### src/rtl/cfg_rx_pkg.sv
package cfg_rx_pkg;

    typedef enum logic [1:0] {
        ST_CLEAR = 2'd0,
        ST_LOAD  = 2'd1,
        ST_RELAY = 2'd2,
        ST_FAIL  = 2'd3
    } rx_state_e;

    localparam int CHK_BITS = 16;
    localparam logic [CHK_BITS-1:0] CRC_POLY = 16'h1021;
    localparam logic [CHK_BITS-1:0] CRC_SEED = 16'hFFFF;

    function automatic logic [CHK_BITS-1:0] crc_advance(
        input logic [CHK_BITS-1:0] cur,
        input logic                bit_in
    );
        logic feedback;
        feedback = cur[CHK_BITS-1] ^ bit_in;
        return {cur[CHK_BITS-2:0], 1'b0} ^ (feedback ? CRC_POLY : '0);
    endfunction

endpackage

### src/rtl/cfg_rx_crc.sv
module cfg_rx_crc
    import cfg_rx_pkg::*;
(
    input  logic                cfg_clk,
    input  logic                rst_n,
    input  logic                en,
    input  logic                bit_in,
    output logic [CHK_BITS-1:0] crc
);

    logic [CHK_BITS-1:0] crc_d, crc_q;

    always_comb begin
        crc_d = crc_q;
        if (en) begin
            crc_d = crc_advance(crc_q, bit_in);
        end
    end

    always_ff @(posedge cfg_clk or negedge rst_n) begin
        if (!rst_n) begin
            crc_q <= CRC_SEED;
        end else begin
            crc_q <= crc_d;
        end
    end

    assign crc = crc_q;

endmodule

### src/rtl/cfg_rx_deser.sv
module cfg_rx_deser #(
    parameter int WORD_W = 8,
    parameter int ADDR_W = 2
) (
    input  logic              cfg_clk,
    input  logic              rst_n,
    input  logic              shift_en,
    input  logic              bit_in,
    output logic              we,
    output logic [ADDR_W-1:0] addr,
    output logic [WORD_W-1:0] data
);

    localparam int FILL_W = (WORD_W > 1) ? $clog2(WORD_W) : 1;
    localparam logic [FILL_W-1:0] FILL_LAST = FILL_W'(WORD_W - 1);

    typedef struct packed {
        logic [WORD_W-1:0] shreg;
        logic [FILL_W-1:0] fill;
        logic [ADDR_W-1:0] idx;
        logic              we;
        logic [ADDR_W-1:0] addr;
        logic [WORD_W-1:0] data;
    } deser_t;

    deser_t r_d, r_q;
    logic [WORD_W-1:0] shifted;

    always_comb begin
        r_d     = r_q;
        r_d.we  = 1'b0;
        shifted = {r_q.shreg[WORD_W-2:0], bit_in};
        if (shift_en) begin
            r_d.shreg = shifted;
            if (r_q.fill == FILL_LAST) begin
                r_d.fill = '0;
                r_d.we   = 1'b1;
                r_d.data = shifted;
                r_d.addr = r_q.idx;
                r_d.idx  = r_q.idx + 1'b1;
            end else begin
                r_d.fill = r_q.fill + 1'b1;
            end
        end
    end

    always_ff @(posedge cfg_clk or negedge rst_n) begin
        if (!rst_n) begin
            r_q <= '0;
        end else begin
            r_q <= r_d;
        end
    end

    assign we   = r_q.we;
    assign addr = r_q.addr;
    assign data = r_q.data;

endmodule

### src/rtl/cfg_rx_fwd.sv
module cfg_rx_fwd (
    input  logic cfg_clk,
    input  logic rst_n,
    input  logic bit_in,
    output logic dout
);

    logic dout_d, dout_q;

    always_comb begin
        dout_d = bit_in;
    end

    always_ff @(negedge cfg_clk or negedge rst_n) begin
        if (!rst_n) begin
            dout_q <= 1'b0;
        end else begin
            dout_q <= dout_d;
        end
    end

    assign dout = dout_q;

endmodule

### src/rtl/serial_cfg_rx.sv
module serial_cfg_rx
    import cfg_rx_pkg::*;
#(
    parameter int PAYLOAD_BITS = 32,
    parameter int WORD_W       = 8,
    parameter int CLEAR_CYCLES = 6,
    localparam int WORDS       = PAYLOAD_BITS / WORD_W,
    localparam int ADDR_W      = (WORDS > 1) ? $clog2(WORDS) : 1
) (
    input  logic              cfg_clk,
    input  logic              prog_n,
    input  logic              din,
    output logic              dout,
    output logic              init_n,
    output logic              done,
    output logic              store_we,
    output logic [ADDR_W-1:0] store_addr,
    output logic [WORD_W-1:0] store_data
);

    localparam int FRAME_BITS = PAYLOAD_BITS + CHK_BITS;
    localparam int CNT_W      = $clog2(FRAME_BITS + 1);
    localparam int CLR_W      = $clog2(CLEAR_CYCLES + 1);
    localparam logic [CNT_W-1:0] PAY_END   = CNT_W'(PAYLOAD_BITS);
    localparam logic [CNT_W-1:0] FRAME_END = CNT_W'(FRAME_BITS - 1);
    localparam logic [CLR_W-1:0] CLR_END   = CLR_W'(CLEAR_CYCLES - 1);

    typedef struct packed {
        rx_state_e           state;
        logic [CLR_W-1:0]    clr_cnt;
        logic [CNT_W-1:0]    bit_cnt;
        logic [CHK_BITS-1:0] chk;
        logic                fwd;
    } rx_t;

    rx_t r_d, r_q;

    logic                in_payload;
    logic [CHK_BITS-1:0] crc_val;
    logic [CHK_BITS-1:0] chk_next;

    assign in_payload = (r_q.state == ST_LOAD) && (r_q.bit_cnt < PAY_END);
    assign chk_next   = {r_q.chk[CHK_BITS-2:0], din};

    always_comb begin
        r_d     = r_q;
        r_d.fwd = (r_q.state == ST_RELAY) ? din : 1'b0;
        case (r_q.state)
            ST_CLEAR: begin
                if (r_q.clr_cnt == CLR_END) begin
                    r_d.state = ST_LOAD;
                end else begin
                    r_d.clr_cnt = r_q.clr_cnt + 1'b1;
                end
            end
            ST_LOAD: begin
                r_d.bit_cnt = r_q.bit_cnt + 1'b1;
                if (!in_payload) begin
                    r_d.chk = chk_next;
                end
                if (r_q.bit_cnt == FRAME_END) begin
                    r_d.state = (chk_next == crc_val) ? ST_RELAY : ST_FAIL;
                end
            end
            default: ;
        endcase
    end

    always_ff @(posedge cfg_clk or negedge prog_n) begin
        if (!prog_n) begin
            r_q <= '{state: ST_CLEAR, clr_cnt: '0, bit_cnt: '0, chk: '0, fwd: 1'b0};
        end else begin
            r_q <= r_d;
        end
    end

    cfg_rx_crc u_crc (
        .cfg_clk (cfg_clk),
        .rst_n   (prog_n),
        .en      (in_payload),
        .bit_in  (din),
        .crc     (crc_val)
    );

    cfg_rx_deser #(
        .WORD_W (WORD_W),
        .ADDR_W (ADDR_W)
    ) u_deser (
        .cfg_clk  (cfg_clk),
        .rst_n    (prog_n),
        .shift_en (in_payload),
        .bit_in   (din),
        .we       (store_we),
        .addr     (store_addr),
        .data     (store_data)
    );

    cfg_rx_fwd u_fwd (
        .cfg_clk (cfg_clk),
        .rst_n   (prog_n),
        .bit_in  (r_q.fwd),
        .dout    (dout)
    );

    assign init_n = prog_n && ((r_q.state == ST_LOAD) || (r_q.state == ST_RELAY));
    assign done   = (r_q.state == ST_RELAY);

endmodule

### config.mk
export PLATFORM = sky130hd
export DESIGN_NAME = serial_cfg_rx
export DESIGN_NICKNAME = d
export VERILOG_FILES = /design/src/rtl/cfg_rx_pkg.sv /design/src/rtl/cfg_rx_crc.sv /design/src/rtl/cfg_rx_deser.sv /design/src/rtl/cfg_rx_fwd.sv /design/src/rtl/serial_cfg_rx.sv
export SDC_FILE = /design/constraint.sdc
export NUM_CORES = 1
export LEC_CHECK = 0
export BUFFER_PORTS_ARGS = -buffer_cell sky130_fd_sc_hd__buf_4
export CELL_PAD_IN_SITES_DETAIL_PLACEMENT = 1
export CELL_PAD_IN_SITES_GLOBAL_PLACEMENT = 2
export CORE_MARGIN = 2
export CORE_UTILIZATION = 45
export CTS_BUF_LIST = sky130_fd_sc_hd__clkbuf_2 sky130_fd_sc_hd__clkbuf_4 sky130_fd_sc_hd__clkbuf_8
export CTS_CLUSTER_DIAMETER = 30
export DETAILED_ROUTE_END_ITERATION = 16
export PLACE_DENSITY = 0.91
export SYNTH_ARGS = -nofsm -noshare
export SYNTH_HDL_FRONTEND = slang
export SYNTH_SLANG_ARGS = --single-unit
### constraint.sdc
create_clock -name cfg_clk -period 3.5 [get_ports cfg_clk]
set_input_delay 0.35 -clock cfg_clk [delete_from_list [all_inputs] [get_ports cfg_clk]]
set_output_delay 0.35 -clock cfg_clk [all_outputs]
set_load 0.01 [all_outputs]
==> summary.md, run 1 <==
| Metric | Value |
|---|---|
| Synthesized area per cell | approximately 11 um^2 |
| M1 WL | around 2.4 mm |
| Endpoints failing hold | 0 |
| Ports | 17 |
| Die height | 85.3 um |
| Routed Wire Length | between 5 and 6 mm |
| Family with the most delay on the worst path | flip-flops |
| Core ar. | 6390 um^2 |
| Remaining DRCs | 0 |
| Slew Limit Fails | 0 |
| CTS tree | done |
| Worst path bufs/invs | 1 |
| Total power | 1990 uW |
| H-tree depth | 3 |
| DPL Wire Length | ~3.5 mm |
| TritonCTS Sinks | 67 |
| Rows | 29 |
| Slew HR | 38.5% |
| Cts bufs inserted | 9 |
| Syn Nets | 270 |
| Max layer used | met4 |
| Hold Path Class | in2async |
| GPL Wtd Cong | about 0.7 |
| Status | complete, no violations |
| Total grt overflow | 0 |
| Post-synth top area cell | dfrtp_1 |
| Initial Util | 46.6% |
| Most common cell after layout, fill and taps aside | nand2_1 |
| Maximum VDD drop | 0.000374 V |
| FF+latch count, synth | 67 |
| Top cells by area, synth | dfrtp_1 (42%), dfstp_2 (14%), nand2_1 (10%) |
| Worst Tran Pin Value | approximately 0.9 ns |
| Post-DR vias/cell | 4.97 |
| FF-to-FF Start | r_q[0] |
| Largest net degree at the start of global routing | around 70 |
| Largest stage delay, worst path | ~0.4 ns |
| Worst EP required | 3.15 ns |
| Register-to-Register Path Depth | 0 |
| Width of the die | between 80 and 90 um |
| Final setup margin | roughly 0.57 ns |
| Final TNS setup | 0 ns |
| GRT Total Usage | 16.3% |
| Worst Setup End Kind | output port |
| Initial antenna violation count | 0 |
| Vias | 1751 |
| Layout area overhead | 10.3% |
| Vias in the first global route | 1877 |
| Mapped Cells | 259 |
| Synth cell types | 31 |
| RSZ-0062 raised after global routing | no |
| # Max-Cap Violations | 0 |
| Pleak | between 0.0015 and 0.002 uW |
| Share of cells above drive strength 1 | 29.1% |
| Syn Std Cell Area | 2970 um^2 |
| DIE AREA | 7280 um^2 |
| DRT iter0 DRCs | 90 |
| Synth top area share | 42.1% |
| P_sw | 541 uW |
| Cts hold-fix bufs | 0 |
| Wire per inst | between 15 and 20 um |
| Number of synthesis warnings | 0 |
| Setup Skew | 0.0139 ns |
| Buffers on Ports | 16 |
| CP Class | reg2out |
| Clock latency on the worst-skew pair | 0.35 ns |
| First-pass GRT wire length | 9.05 mm |
| Reg clk slew, reported paths | 0.08 ns |
| CP Max Fanout | 1 |
| Pre-CTS setup slack | 0.925 ns |
| Startpoint types | flop |
| Logic pwr share | 13.5% |
| Layout fillers | 693 |
| CP cell instances | buf_4 |
| DR WL met3 | 184 um |
| Total iterations of the first detailed-routing run | 4 |
| Ant diodes | 0 |
| Clk network pwr share | between 30% and 40% |
| Slowest stage cell, crit path | dfrtn_1 |
| Commonest non-fill, non-tap cells in the layout | nand2_1 (81), dfrtp_1 (50), mux2_2 (25) |
| WL met2 | 2.67 mm |
| Pint | 1450 uW |
| Root buf cell | clkbuf_8 |
| Setup bufs post-CTS | 0 |
| Max clock buf depth | 2 |
| P per Cell Area | between 600 and 700 nW/um^2 |
| Final ANT Viol Nets | 0 |
| Critical path arrival | 2.58 ns |
| R2r setup slk | 1.22 ns |
| Nets@finish | 281 |
| Final setup fails | 0 |
| Seq pwr share | 53.7% |
| Post-synthesis sequential area ratio | 57.0% |
| Worst r2r dst | u_fwd.dout |
| Switching Share | around 27% |
| CTS resizes | 0 |
-- flip-flops by register name, summed over array words and instances (netlist names) --
signal        flops
u_deser.data      8
u_deser.addr      2
u_crc.crc        16
chk_next         15
u_deser.r_q      12
r_q              12
u_deser.we        1
u_fwd.dout        1
-- layout make-up --
class | instances | area (um^2) | share of cell area, %
timing repair buffer | 18 | 135 | 4.12
inverter | 6 | 22.5 | 0.687
sequential | 67 | 1700 | 51.7
clock buffer | 10 | 138 | 4.20
multi-input combinational | 168 | 1130 | 34.4
clock inverter | 6 | 63.8 | 1.95
tap | 77 | 96.3 | 2.94
-- per-stage QoR --
step / instance area (um^2) / util (%) / cells / hold slack (ns)
after global placement: 3080 / 48.2 / 336 / 0.458
after global routing: 3280 / 51.4 / 352 / 0.250
after CTS: 3280 / 51.4 / 352 / 0.234
after detailed placement: 3080 / 48.2 / 336 / 0.461
final: 3280 / 51.4 / 352 / 0.201
after floorplan: 2970 / - / 259 / 0.0544
-- power groups by stage --
stage,combinational (uW),clock [uW],sequential (uW)
finish,269,652,1070
CTS,276,670,1070
global route,312,697,1090
detailed placement,275,0,1080
global placement,263,0,1070
floorplan,215,0,1050
-- cells by family after synthesis --
group	synth area share [%]
AOI/OAI and AO/OA	3.03
DFF	57.0
xor gates and xnor gates	7.95
muxes	9.47
adders and majority gates	3.37
and+or+nand+nor	14.1
buffers and inverters	5.05
-- routing by layer --
metal / GRT usage, % / vias up
li1: - / 849
met1: 20.0 / 880
met2: 26.5 / 19
met3: 6.52 / 3
met4: 4.76 / 0
met5: 0 / -
-- synthesized netlist by cell type --
master / count
nand2_4: 1
xnor2_1: 23
inv_1: 6
a21o_1: 1
buf_6: 2
o21ai_0: 1
nor2b_1: 1
a2111oi_0: 1
buf_2: 3
nand2_2: 1
dfrtp_1: 50
a21oi_1: 4
nand4_1: 4
and2_1: 2
nand4_4: 1
xor2_1: 4
nand2_1: 81
a31o_1: 1
a31oi_1: 2
dfstp_2: 16
dfrtn_1: 1
clkbuf_1: 2
mux2_2: 25
buf_4: 11
nor2b_2: 1
nor2_1: 2
ha_1: 8
nor4_1: 1
o32ai_4: 1
nand3_1: 1
nor3_1: 1
-- worst max path at each step --
stage / cells past startpoint / start / end / slack (ns)
floorplan: 0 / u_fwd.dout / dout / 0.99
global placement: 1 / u_fwd.dout / dout / 0.93
detailed placement: 1 / u_fwd.dout / dout / 0.93
CTS: 1 / u_fwd.dout / dout / 0.56
global route: 1 / u_fwd.dout / dout / 0.55
finish: 1 / u_fwd.dout / dout / 0.57
(Power assumes the default switching activity.)
==> inputs of run 2 (changes only) <==
CORE_UTILIZATION = 38   (was 45)
PLACE_DENSITY = 0.83   (was 0.91)
clock period = 2.55 ns   (was 3.5 ns; I/O delays follow)
==> run 2 against run 1 <==
Compared with the run above: clock-buffer cell count down 1; critical path type unchanged; highest routed layer unchanged; first-iteration DRC count shrank 22%; core utilization is 8.0 points lower; non-clock buffer count grew 2; worst setup slack worse by 0.38 ns; global-route usage decreased by 1.8 points; sequential share of layout area fell by 0.59 points; clock power grew 31%.
==> summary.md, run 2 (synthesized netlist as in run 1, its figures left out) <==
| Metric | Value |
|---|---|
| Remaining DRCs | 0 (unchanged) |
| Register-to-Register Path Depth | 0 (unchanged) |
| GPL Wtd Cong | 0.699 (was 0.694) |
| TritonCTS Sinks | 67 (unchanged) |
| Clock latency on the worst-skew pair | 0.34 ns (was 0.35 ns) |
| Endpoints failing hold | 0 (unchanged) |
| WP depth | 1 (unchanged) |
| Initial antenna violation count | 0 (unchanged) |
| DPL Wire Length | 3.66 mm (was 3.48 mm) |
| Final Util | 43.4% (was 51.4%) |
| CP cell instances | buf_4 (unchanged) |
| Most common cell after layout, fill and taps aside | nand2_1 (unchanged) |
| Critical path arrival | 2.11 ns (was 2.58 ns) |
| Share of cells above drive strength 1 | 29.6% (was 29.1%) |
| Die height | 92.5 um (was 85.3 um) |
| Width of the die | 92.5 um (was 85.3 um) |
| Pre-CTS setup slack | 0.528 ns (was 0.925 ns) |
| Total iterations of the first detailed-routing run | 5 (was 4) |
| Slowest stage cell, crit path | dfrtn_1 (unchanged) |
| Worst path bufs/invs | 1 (unchanged) |
| GRT Total Usage | 14.5% (was 16.3%) |
| Family with the most delay on the worst path | flip-flops (unchanged) |
| Post-DR vias/cell | 4.61 (was 4.97) |
| DRT iter0 DRCs | 70 (was 90) |
| Worst Setup End Kind | output port (unchanged) |
| Rows | 32 (was 29) |
| Final setup fails | 0 (unchanged) |
| First-pass GRT wire length | 9.47 mm (was 9.05 mm) |
| Cts bufs inserted | 9 (unchanged) |
| Total grt overflow | 0 (unchanged) |
| M1 WL | 2.50 mm (was 2.44 mm) |
| Setup Skew | 0.0115 ns (was 0.0139 ns) |
| Layout area overhead | 11.5% (was 10.3%) |
| Cts hold-fix bufs | 0 (unchanged) |
| Slew HR | 46.3% (was 38.5%) |
| Max layer used | met4 (unchanged) |
| Worst EP required | 2.30 ns (was 3.15 ns) |
| Core ar. | 7650 um^2 (was 6390 um^2) |
| Largest net degree at the start of global routing | 67 (was 68) |
| Nets@finish | 283 (was 281) |
| Reg clk slew, reported paths | 0.08 ns (about the same) |
| Ant diodes | 0 (unchanged) |
| Setup bufs post-CTS | 0 (unchanged) |
| Max clock buf depth | 2 (unchanged) |
| Hold Path Class | in2async (unchanged) |
| Wire per inst | 14.2 um (was 15.1 um) |
| Commonest non-fill, non-tap cells in the layout | nand2_1 (81), dfrtp_1 (50), mux2_2 (25) (unchanged) |
| CP Class | reg2out (unchanged) |
| Pleak | 0.00156 uW (was 0.00155 uW) |
| Ports | 17 (unchanged) |
| Largest stage delay, worst path | 0.39 ns (about the same) |
| CTS tree | done (unchanged) |
| Root buf cell | clkbuf_8 (unchanged) |
| R2r setup slk | 0.76 ns (was 1.22 ns) |
| WL met2 | 2.63 mm (was 2.67 mm) |
| P per Cell Area | 812 nW/um^2 (was 606 nW/um^2) |
| CTS resizes | 0 (unchanged) |
| Maximum VDD drop | 0.000374 V (about the same) |
| Status | complete, no violations (unchanged) |
| Final setup margin | 0.187 ns (was 0.570 ns) |
| DR WL met3 | 137 um (was 184 um) |
| Buffers on Ports | 16 (unchanged) |
| Startpoint types | flop (unchanged) |
| Worst Tran Pin Value | 0.806 ns (was 0.921 ns) |
| Routed Wire Length | 5.37 mm (was 5.33 mm) |
| Final ANT Viol Nets | 0 (unchanged) |
| DIE AREA | 8550 um^2 (was 7280 um^2) |
| Largest register FFs | 16 (unchanged) |
| Slew Limit Fails | 0 (unchanged) |
| Final TNS setup | 0 ns (unchanged) |
| H-tree depth | 3 (unchanged) |
| Vias | 1747 (was 1751) |
| Initial Util | 38.9% (was 46.6%) |
| RSZ-0062 raised after global routing | no (unchanged) |
| Vias in the first global route | 1932 (was 1877) |
| CP Max Fanout | 1 (unchanged) |
| # Max-Cap Violations | 0 (unchanged) |
run 2: cell count changes in the layout (fill, tap and decap cells not counted):
cell      previous run  this run
inv_6                1         0
clkbuf_8            10         9
clkinv_4             0         1
clkinv_2             2         3
buf_4               18        20
run 2: report_power, final:
group,internal [uW],total [uW],leakage (uW),switching [uW]
Sequential,1320,1470,0.000780,156
Combinational,193,366,0.000684,173
Clock,447,854,0.0000950,407
run 2: final cells by class:
type	instances	area (um^2)
clock buffer	9	124
clock inverter	7	68.8
fill	824	4330
inverter	6	22.5
multi-input combinational	168	1130
sequential	67	1700
tap	102	128
timing repair buffer	20	150
run 2: per-stage QoR:
step           std cells  power, uW  cell area, um^2  hold slack (ns)
5_1_grt              379       2860             3320            0.197
2_1_floorplan        259       1740             2970          -0.0406
4_1_cts              379       2750             3320            0.192
3_5_place_dp         363       1870             3120            0.465
3_3_place_gp         363       1850             3120            0.457
6_report             379       2690             3320            0.152
run 2: per-layer routing:
| layer | vias up | track usage, % |
|---|---|---|
| met3 | 8 | 4.64 |
| met5 | - | 0 |
| met2 | 16 | 23.2 |
| li1 | 851 | - |
| met1 | 872 | 18.3 |
| met4 | 0 | 5.60 |
run 2: path summary, 6_finish.rpt:
path | startpoint | endpoint
worst max-delay path | u_fwd.dout | dout
worst min-delay path | prog_n | r_q[17]
worst max register to register | r_q[0] | u_fwd.dout
worst min register to register | u_crc.crc[5] | u_crc.crc[5]
max in group asynchronous | prog_n | u_fwd.dout
min in group cfg_clk | din | u_deser.r_q[16]
==> inputs of run 3 (changes only) <==
CORE_UTILIZATION = 41   (was 38)
PLACE_DENSITY = not set   (was 0.83)
PLACE_DENSITY_LB_ADDON = 0.1   (was not set)
SYNTH_HIERARCHICAL = 1   (was not set)
==> run 3 against run 2 <==
Compared with the run above: combinational power up 12%; global-route usage shrank 0.43 points; clock power is 3.3% higher; sequential power about the same; power up 2.6%; cell count down 14%; clock skew rose by 0.00089 ns; flip-flop and latch count unchanged; clock-buffer cell count stayed put; critical endpoint unchanged; largest cell class unchanged; highest routed layer unchanged.
==> summary.md, run 3 <==
| Metric | Value |
|---|---|
| Endpoints failing hold | 0 (unchanged) |
| Post-DR vias/cell | 4.78 (was 4.61) |
| Ant diodes | 0 (unchanged) |
| Family with the most delay on the worst path | flip-flops (unchanged) |
| CP Max Fanout | 1 (unchanged) |
| Pleak | 0.00148 uW (was 0.00156 uW) |
| Final TNS setup | 0 ns (unchanged) |
| Mapped Cells | 208 (was 259) |
| Slew HR | 45.3% (was 46.3%) |
| Ports | 17 (unchanged) |
| Initial antenna violation count | 0 (unchanged) |
| Hold Path Class | in2async (unchanged) |
| DRT iter0 DRCs | 42 (was 70) |
| Cts bufs inserted | 9 (unchanged) |
| Vias in the first global route | 1789 (was 1932) |
| Wire per inst | 15.1 um (was 14.2 um) |
| Syn Std Cell Area | 3040 um^2 (was 2970 um^2) |
| Cts hold-fix bufs | 0 (unchanged) |
| Synth cell types | 35 (was 31) |
| Syn Nets | 219 (was 270) |
| Largest stage delay, worst path | 0.39 ns (about the same) |
| Worst EP required | 2.30 ns (about the same) |
| Final ANT Viol Nets | 0 (unchanged) |
| Vias | 1557 (was 1747) |
| CP Class | reg2out (unchanged) |
| Worst path bufs/invs | 1 (unchanged) |
| Nets@finish | 233 (was 283) |
| Post-synth EDFFs | 0 (unchanged) |
| Most common cell after layout, fill and taps aside | dfrtp_1 (was nand2_1) |
| # Max-Cap Violations | 0 (unchanged) |
| Synth Flop Type | dfrtp_1 (unchanged) |
| Routed Wire Length | 4.94 mm (was 5.37 mm) |
| TritonCTS Sinks | 67 (unchanged) |
| Setup Skew | 0.0124 ns (was 0.0115 ns) |
| Status | complete, no violations (unchanged) |
| Critical path arrival | 2.10 ns (was 2.11 ns) |
| Post-synth top area cell | dfrtp_1 (unchanged) |
| Total grt overflow | 0 (unchanged) |
| CTS resizes | 0 (unchanged) |
| Post-synthesis sequential area ratio | 55.8% (was 57.0%) |
| Initial Util | 42.1% (was 38.9%) |
| RSZ-0062 raised after global routing | no (unchanged) |
| P per Cell Area | 816 nW/um^2 (was 812 nW/um^2) |
| Layout area overhead | 11.3% (was 11.5%) |
| Layout fillers | 746 (was 824) |
| Slowest stage cell, crit path | dfrtn_1 (unchanged) |
| Synth top area share | 41.2% (was 42.1%) |
| Commonest non-fill, non-tap cells in the layout | dfrtp_1 (50), mux2_2 (40), xnor2_1 (19), buf_4 (19), dfstp_2 (16) (was nand2_1 (81), dfrtp_1 (50), mux2_2 (25)) |
| GPL Wtd Cong | 0.733 (was 0.699) |
| Slew Limit Fails | 0 (unchanged) |
| Synthesized area per cell | 14.6 um^2 (was 11.5 um^2) |
| GRT Total Usage | 14.1% (was 14.5%) |
| Reg clk slew, reported paths | 0.07 ns (was 0.08 ns) |
| Final Hold Slack | 0.114 ns (was 0.152 ns) |
| Clock latency on the worst-skew pair | 0.34 ns (about the same) |
| Multi-input combinational cell area | 1200 um^2 (was 1130 um^2) |
| CP cell instances | buf_4 (unchanged) |
| Most frequent cell after synthesis | dfrtp_1 (was nand2_1) |
| Synth top cells by count | dfrtp_1 (50), mux2_2 (40), xnor2_1 (19), dfstp_2 (16), buf_4 (13) (was nand2_1 (81), dfrtp_1 (50), mux2_2 (25), xnor2_1 (23), dfstp_2 (16)) |
| Core ar. | 7210 um^2 (was 7650 um^2) |
| H-tree depth | 3 (unchanged) |
| Top cells by area, synth | dfrtp_1 (41%), mux2_2 (15%), dfstp_2 (14%) (was dfrtp_1 (42%), dfstp_2 (14%), nand2_1 (10%)) |
| Async set-reset flop share out of synthesis | 100% (unchanged) |
| Largest register FFs | 16 (unchanged) |
| Setup bufs post-CTS | 0 (unchanged) |
| First-pass GRT wire length | 8.84 mm (was 9.47 mm) |
| Buffers on Ports | 16 (unchanged) |
| Final setup fails | 0 (unchanged) |
| Die height | 90.1 um (was 92.5 um) |
| Total iterations of the first detailed-routing run | 3 (was 5) |
| Maximum VDD drop | 0.000385 V (was 0.000374 V) |
| Largest net degree at the start of global routing | 67 (unchanged) |
| Worst Tran Pin Value | 0.821 ns (was 0.806 ns) |
| Width of the die | 90.1 um (was 92.5 um) |
| DIE AREA | 8110 um^2 (was 8550 um^2) |
| Rows | 31 (was 32) |
| Share of cells above drive strength 1 | 48.0% (was 29.6%) |
| Max clock buf depth | 2 (unchanged) |
| CTS tree | done (unchanged) |
| Remaining DRCs | 0 (unchanged) |
| Root buf cell | clkbuf_8 (unchanged) |
| DPL Wire Length | 3.37 mm (was 3.66 mm) |
| Number of synthesis warnings | 6 (was 0) |
| Reg area | 1700 um^2 (unchanged) |
| FF+latch count, synth | 67 (unchanged) |
| Startpoint types | flop (unchanged) |
| Worst Setup End Kind | output port (unchanged) |
run 3: changes by cell type in the layout (fill, tap and decap cells not counted), moves of 4 or more:
cell	delta
mux2_2	+15
mux2_4	+9
nand2_1	-76
xnor2_1	-4
run 3: layer usage:
metal | track usage (%) | vias to the layer above | part of all wire [%]
li1 | - | 730 | -
met1 | 17.0 | 800 | 43
met2 | 22.4 | 20 | 51
met3 | 5.20 | 7 | 3.6
met4 | 6.54 | 0 | 1.7
met5 | 0 | - | 0
run 3: stage by stage:
stage	cell area, um^2	std cells	worst slack (ns)	util [%]	total power, uW
2_1_floorplan	3040	208	0.608	-	1780
3_3_place_gp	3180	310	0.541	44.1	1890
3_5_place_dp	3180	310	0.536	44.1	1910
4_1_cts	3380	326	0.168	46.9	2820
5_1_grt	3380	326	0.156	46.9	2940
6_report	3380	326	0.191	46.9	2760
run 3: cells by family after synthesis:
| logic type | Yosys count | share of synthesized area (%) |
|---|---|---|
| DFF | 67 | 55.8 |
| muxes | 50 | 19.6 |
| xor gates and xnor gates | 27 | 8.77 |
| and+or+nand+nor | 25 | 4.49 |
| buffers and inverters | 20 | 4.61 |
| AOI/OAI and AO/OA | 11 | 3.38 |
| adders and majority gates | 8 | 3.30 |
run 3: worst paths after layout:
check	from	end	slack, ns	depth (start not counted)
max	u_fwd/dout	dout	0.19	1
min	prog_n	r_q[24]	0.11	2
max reg2reg	r_q[0]	u_fwd/dout	0.75	0
min reg2reg	u_deser/r_q[11]	u_deser/r_q[11]	0.48	1
max in group asynchronous	prog_n	u_fwd/dout	1.57	1
min in group cfg_clk	din	r_q[0]	0.22	2
run 3: final cells by class:
| cell class | instances | share of cell area (%) |
|---|---|---|
| Clock buffer | 9 | 3.66 |
| Clock inverter | 7 | 2.26 |
| Inverter | 4 | 0.444 |
| Multi-Input combinational cell | 121 | 35.6 |
| Sequential cell | 67 | 50.2 |
| Tap cell | 99 | 3.66 |
| Timing Repair Buffer | 19 | 4.22 |
run 3: power by group:
part / total, uW / switching, uW / internal (uW)
Clock: 882 / 425 / 457
Sequential: 1470 / 152 / 1320
Combinational: 411 / 140 / 271
Total: 2760 / 717 / 2040
